`config.mk`:
```
export PLATFORM = sky130hd
export DESIGN_NAME = acc_cpu
export DESIGN_NICKNAME = d
export VERILOG_FILES = /design/src/rtl/acc_cpu_pkg.sv /design/src/rtl/acc_cpu_alu.sv /design/src/rtl/acc_cpu_branch.sv /design/src/rtl/acc_cpu_ctrl.sv /design/src/rtl/acc_cpu.sv
export SDC_FILE = /design/constraint.sdc
export NUM_CORES = 1
export LEC_CHECK = 0
export ABC_AREA = 1
export BUFFER_PORTS_ARGS = -buffer_cell sky130_fd_sc_hd__buf_4
export CAP_MARGIN = 20
export CORE_MARGIN = 1
export CORE_UTILIZATION = 50
export DETAILED_ROUTE_END_ITERATION = 16
export GPL_TIMING_DRIVEN = 0
export HOLD_SLACK_MARGIN = 0.12
export PLACE_DENSITY = 0.73
export SYNTH_ARGS = -nofsm -noshare
export SYNTH_HDL_FRONTEND = slang
export SYNTH_SLANG_ARGS = --single-unit
```
`constraint.sdc`:
```
create_clock -name clk -period 2.7 [get_ports clk]
set_input_delay 0.27 -clock clk [delete_from_list [all_inputs] [get_ports clk]]
set_output_delay 0.27 -clock clk [all_outputs]
set_load 0.01 [all_outputs]
```
`src/rtl/acc_cpu_pkg.sv`:
```
package acc_cpu_pkg;

    typedef enum logic [3:0] {
        OP_LOAD  = 4'h0,
        OP_STORE = 4'h1,
        OP_CLEAR = 4'h2,
        OP_ADD   = 4'h3,
        OP_INC   = 4'h4,
        OP_SUB   = 4'h5,
        OP_DEC   = 4'h6,
        OP_CMP   = 4'h7,
        OP_JMP   = 4'h8,
        OP_JGT   = 4'h9,
        OP_JLT   = 4'hA,
        OP_JEQ   = 4'hB,
        OP_JNE   = 4'hC,
        OP_IN    = 4'hD,
        OP_OUT   = 4'hE,
        OP_HALT  = 4'hF
    } opcode_e;

    typedef enum logic [3:0] {
        ST_FETCH_ADDR,
        ST_FETCH_REQ,
        ST_FETCH_CAP,
        ST_FETCH_IR,
        ST_DECODE,
        ST_OPND_REQ,
        ST_OPND_CAP,
        ST_EXECUTE,
        ST_WRITE,
        ST_IN_WAIT,
        ST_HALT
    } state_e;

    typedef struct packed {
        logic gt;
        logic eq;
        logic lt;
    } flags_t;

    localparam int OPC_W = 4;

endpackage

```
`src/rtl/acc_cpu_alu.sv`:
```
module acc_cpu_alu
    import acc_cpu_pkg::*;
#(
    parameter int DATA_W = 16
) (
    input  opcode_e             op,
    input  logic [DATA_W-1:0]   acc,
    input  logic [DATA_W-1:0]   opnd,
    output logic [DATA_W-1:0]   acc_next,
    output logic [DATA_W-1:0]   mem_next,
    output flags_t              cmp
);

    localparam logic [DATA_W-1:0] ONE = DATA_W'(1);

    always_comb begin
        case (op)
            OP_LOAD: acc_next = opnd;
            OP_ADD:  acc_next = acc + opnd;
            OP_SUB:  acc_next = acc - opnd;
            default: acc_next = acc;
        endcase
    end

    always_comb begin
        if (op == OP_DEC) mem_next = opnd - ONE;
        else              mem_next = opnd + ONE;
    end

    always_comb begin
        cmp.gt = $signed(opnd) >  $signed(acc);
        cmp.eq = opnd == acc;
        cmp.lt = $signed(opnd) <  $signed(acc);
    end

endmodule

```
`src/rtl/acc_cpu_branch.sv`:
```
module acc_cpu_branch
    import acc_cpu_pkg::*;
(
    input  opcode_e op,
    input  flags_t  flg,
    output logic    take
);

    always_comb begin
        case (op)
            OP_JMP:  take = 1'b1;
            OP_JGT:  take = flg.gt;
            OP_JLT:  take = flg.lt;
            OP_JEQ:  take = flg.eq;
            OP_JNE:  take = !flg.eq;
            default: take = 1'b0;
        endcase
    end

endmodule

```
`src/rtl/acc_cpu_ctrl.sv`:
```
module acc_cpu_ctrl
    import acc_cpu_pkg::*;
(
    input  logic    clk,
    input  logic    rst_n,
    input  opcode_e op,
    input  logic    in_valid,
    output state_e  state,
    output logic    mem_rd,
    output logic    mem_wr,
    output logic    in_ready,
    output logic    out_valid,
    output logic    halted
);

    state_e nxt;

    always_ff @(posedge clk) begin
        if (!rst_n) state <= ST_FETCH_ADDR;
        else        state <= nxt;
    end

    always_comb begin
        nxt       = state;
        mem_rd    = 1'b0;
        mem_wr    = 1'b0;
        in_ready  = 1'b0;
        out_valid = 1'b0;
        halted    = 1'b0;
        unique case (state)
            ST_FETCH_ADDR: nxt = ST_FETCH_REQ;
            ST_FETCH_REQ: begin
                mem_rd = 1'b1;
                nxt    = ST_FETCH_CAP;
            end
            ST_FETCH_CAP:  nxt = ST_FETCH_IR;
            ST_FETCH_IR:   nxt = ST_DECODE;
            ST_DECODE: begin
                case (op)
                    OP_HALT:                             nxt = ST_HALT;
                    OP_JMP, OP_JGT, OP_JLT, OP_JEQ, OP_JNE: nxt = ST_FETCH_ADDR;
                    OP_IN:                               nxt = ST_IN_WAIT;
                    OP_STORE, OP_CLEAR:                  nxt = ST_WRITE;
                    default:                             nxt = ST_OPND_REQ;
                endcase
            end
            ST_OPND_REQ: begin
                mem_rd = 1'b1;
                nxt    = ST_OPND_CAP;
            end
            ST_OPND_CAP:   nxt = ST_EXECUTE;
            ST_EXECUTE: begin
                out_valid = (op == OP_OUT);
                nxt = (op == OP_INC || op == OP_DEC) ? ST_WRITE : ST_FETCH_ADDR;
            end
            ST_WRITE: begin
                mem_wr = 1'b1;
                nxt    = ST_FETCH_ADDR;
            end
            ST_IN_WAIT: begin
                in_ready = 1'b1;
                if (in_valid) nxt = ST_WRITE;
            end
            ST_HALT:       halted = 1'b1;
            default:       nxt = ST_FETCH_ADDR;
        endcase
    end

endmodule

```
`src/rtl/acc_cpu.sv`:
```
module acc_cpu
    import acc_cpu_pkg::*;
#(
    parameter int ADDR_W = 12,
    parameter int DATA_W = OPC_W + ADDR_W
) (
    input  logic              clk,
    input  logic              rst_n,
    output logic [ADDR_W-1:0] mem_addr,
    output logic              mem_rd,
    output logic              mem_wr,
    output logic [DATA_W-1:0] mem_wdata,
    input  logic [DATA_W-1:0] mem_rdata,
    input  logic              in_valid,
    input  logic [DATA_W-1:0] in_data,
    output logic              in_ready,
    output logic              out_valid,
    output logic [DATA_W-1:0] out_data,
    output logic              halted
);

    localparam logic [ADDR_W-1:0] PC_STEP = ADDR_W'(1);

    logic [ADDR_W-1:0] pc_q;
    logic [ADDR_W-1:0] mar_q;
    logic [DATA_W-1:0] mdr_q;
    logic [DATA_W-1:0] ir_q;
    logic [DATA_W-1:0] acc_q;
    flags_t            flg_q;

    opcode_e           op;
    state_e            state;
    logic [DATA_W-1:0] acc_next;
    logic [DATA_W-1:0] mem_next;
    flags_t            cmp;
    logic              take;
    logic [ADDR_W-1:0] field;

    assign op    = opcode_e'(ir_q[DATA_W-1:ADDR_W]);
    assign field = ir_q[ADDR_W-1:0];

    acc_cpu_ctrl u_ctrl (
        .clk       (clk),
        .rst_n     (rst_n),
        .op        (op),
        .in_valid  (in_valid),
        .state     (state),
        .mem_rd    (mem_rd),
        .mem_wr    (mem_wr),
        .in_ready  (in_ready),
        .out_valid (out_valid),
        .halted    (halted)
    );

    acc_cpu_alu #(.DATA_W(DATA_W)) u_alu (
        .op       (op),
        .acc      (acc_q),
        .opnd     (mdr_q),
        .acc_next (acc_next),
        .mem_next (mem_next),
        .cmp      (cmp)
    );

    acc_cpu_branch u_branch (
        .op   (op),
        .flg  (flg_q),
        .take (take)
    );

    always_ff @(posedge clk) begin
        if (!rst_n) begin
            pc_q  <= '0;
            mar_q <= '0;
            mdr_q <= '0;
            ir_q  <= '0;
            acc_q <= '0;
            flg_q <= '0;
        end else begin
            case (state)
                ST_FETCH_ADDR: mar_q <= pc_q;
                ST_FETCH_CAP:  mdr_q <= mem_rdata;
                ST_FETCH_IR: begin
                    ir_q <= mdr_q;
                    pc_q <= pc_q + PC_STEP;
                end
                ST_DECODE: begin
                    mar_q <= field;
                    if (take)            pc_q  <= field;
                    if (op == OP_STORE)  mdr_q <= acc_q;
                    if (op == OP_CLEAR)  mdr_q <= '0;
                end
                ST_OPND_CAP:   mdr_q <= mem_rdata;
                ST_EXECUTE: begin
                    acc_q <= acc_next;
                    if (op == OP_CMP)                  flg_q <= cmp;
                    if (op == OP_INC || op == OP_DEC)  mdr_q <= mem_next;
                end
                ST_IN_WAIT: if (in_valid) mdr_q <= in_data;
                default: ;
            endcase
        end
    end

    assign mem_addr  = mar_q;
    assign mem_wdata = mdr_q;
    assign out_data  = mdr_q;

endmodule

```
==> impl_metrics.toml <==
[floorplan]
start_util_pct = 51.5
dieArea_sq_um = 13500
die-width_microns = 116
num_rows = 41
io_pins = 84
die_h_microns = 116
core_area_sq_um = 12700

[power]
vdd_drop_max_v = 0.000378
finalPower_mw = 6.11
power_density_nw_per_um2 = 743
leakage_nw = 3.84

[finish]
antennaDiodeCount = 0
final.fill_count = 1161
final_area_sq_um = 8220
area_growth_pct = 26.0
drive_above_1_share_pct = 24.8
layout.nets = 1208

[timing]
drv_slew = 0
fin_hold_ws_ns = 0.232
hold_viol = 0
fin_crit_sh_pct = 101
clock_skew_ns = 0.0100
period_needed_ns = 2.72
max_slew_margin_pct = 49.5
setup_slack_ns = -0.0180
setup_viol = 2
max_freq_mhz = 368
rsz0062_at_grt = "true"
fin_setup_tns_ns = -0.0247
tightestPinTransition_ns = 0.757

[setup_path]
cp.arrival_ns = 2.92
r2r_start = "mem_wdata[2]"
cp-end-kind = "register"
crit_start = "mem_wdata[2]"
required_ns = 2.90
cp-start-kind = "register"
crit_type = "reg -> reg"
cp_max_fo = 7

[clocking]
cts_tree = "done"
cts_root_buf = "clkbuf_16"
cts_buffer_depth = 2
cts_inserted_buffers = 9
cts.sinks = 83
insertion_delay_ns = 0.35
clk_pin_slew_ns = 0.07
htreeDepth = 3

[place]
post-place-ws_ns = -0.713
place.gp.congestion = 0.988
port_buffers = 83
postPlaceCellArea_sq_um = 7370
hpwl_mm = 16.2

[drt]
via_count = 7364
avgViaCountPerCell = 5.61
drt_wl_total_mm = 21.7
wire_per_inst_microns = 16.5
drt_iter0_drc = 677
drt-pass1-iter-count = 5
drc_errors = 0
drtAntennaViolNets = 0

[grt]
overflow = 0
grt_pass1_wl_mm = 33.2
antenna_found_initial = 0
track_usage_pct = 32.4
grt_pass1_vias = 6423
grt_max_degree = 15

[yosys]
seq_area_frac_synth_pct = 25.5
yosys_warnings = 0
synth-async-reset-ratio_pct = 0
yosysUniqueCellTypes = 52
yosysTopAreaCell = "dfxtp_1"
synthCells = 1018
ys_top_cells_by_count = "nand2_1, inv_1, o21ai_0, a21oi_1, dfxtp_1"
synth_area_per_cell_sq_um = 6.41
synth_top_area_share_pct = 25.5
synth_most_common_cell = "nand2_1"
synth_area_leaders = "dfxtp_1, nand2_1, inv_1, o21ai_0, a21oi_1"
synthFlopType = "dfxtp_1"
synth_seq_cells = 83
syn_nets = 1089
syn-cell-area_sq_um = 6530
synth-edff-count = 0

[min_path]
hold_start = "in_valid"
hp-class = "in -> reg"

[status]
violations = "setup timing"
status = "finished with violations"

[job]
max_cap_violations = 0
## layout make-up
type	count	area (sq um)	share of cell area (%)
Multi-Input combinational cell	729	4280	52.1
Tap cell	172	215	2.62
Inverter	155	594	7.23
Sequential cell	83	1700	20.7
Buffer	48	290	3.53
Clock inverter	5	61.3	0.746
Clock buffer	10	239	2.91
Timing Repair Buffer	111	833	10.1
## registers in the layout, indices dropped and copies added (netlist names), named ones only
| name | count |
|---|---|
| u_ctrl.state | 4 |
| mem_wdata | 16 |
| acc_q | 16 |
| pc_q | 12 |
| flg_q | 3 |
| mem_addr | 12 |
| ir_q | 16 |
## logic make-up after synthesis
logic type	share of synthesized area (%)
AND/OR/NAND/NOR	27.4
flip-flops	25.5
buffers and inverters	13.4
multiplexers	0.173
adder cells (fa/ha/maj)	7.02
AO/OA/AOI/OAI	23.5
XOR/XNOR	2.93
## final timing paths
check	cells past startpoint	endpoint	slack (ns)
setup / recovery	19	acc_q[15]	-0.02
hold / removal	4	u_ctrl.state[0]	0.23
setup reg to reg	19	acc_q[15]	-0.02
hold reg to reg	2	flg_q[2]	0.50
## critical path, stage by stage, from the launching register on
cell,delay (ns)
dfxtp_4,0.39
nor2_4,0.16
nand2_4,0.08
nor2_4,0.12
inv_2,0.06
o31ai_4,0.18
o21ai_1,0.11
xor2_1,0.27
inv_1,0.13
ha_4,0.30
inv_4,0.05
nor3_4,0.18
and2_1,0.14
nand2_1,0.06
nand3_2,0.08
inv_1,0.04
nand2_1,0.05
nand3_1,0.06
nand2_1,0.07
a21oi_1,0.05
## power by group
part | total (mW) | leakage, nW | switching [mW] | internal (mW)
Clock | 1.27 | 0.149 | 0.529 | 0.742
Combinational | 3.27 | 3.01 | 1.94 | 1.33
Sequential | 1.56 | 0.684 | 0.195 | 1.37
Total | 6.11 | 3.84 | 2.67 | 3.44
## what timing repair did
item                                    in CTS  in global routing
endpoints found under the setup margin      13                 11
buffers inserted                            18                 10
hold buffers                                 0                  0
pin swaps                                   10                 21
gates cloned                                 0                  0
gates resized for setup                     70                 42
## metal layers
layer | global-route usage [%] | wire length [microns] | vias up
li1 | - | - | 3583
met1 | 43.2 | 9480 | 3385
met2 | 50.9 | 9950 | 344
met3 | 4.77 | 1580 | 52
met4 | 16.3 | 661 | 0
met5 | 0 | 0 | -
## metrics by stage
stage | util (%) | std cells
2_1_floorplan | - | 1018
3_3_place_gp | 58.2 | 1273
3_5_place_dp | 58.2 | 1273
4_1_cts | 63.1 | 1303
5_1_grt | 64.9 | 1313
6_report | 64.9 | 1313
## cells in the final DEF, fill, tap and decap left out, types with 8 or more instances in the layout
master	Yosys	layout
dfxtp_4	0	8
xor2_1	18	15
inv_2	8	12
dfxtp_2	0	8
nor3_1	15	10
buf_4	18	129
a21oi_2	2	9
inv_1	145	136
nor2_4	8	15
buf_2	10	9
o21ai_0	106	96
nand2_1	216	207
a31oi_1	13	13
dfxtp_1	83	67
o21ai_1	4	10
ha_1	35	28
clkbuf_16	0	9
nand2_2	9	16
nand4_1	11	11
nand3_1	49	46
nor2_1	65	55
a21oi_1	103	96
clkbuf_1	18	15
a211oi_1	13	13
Note: power is estimated with default switching activity, not from simulation.
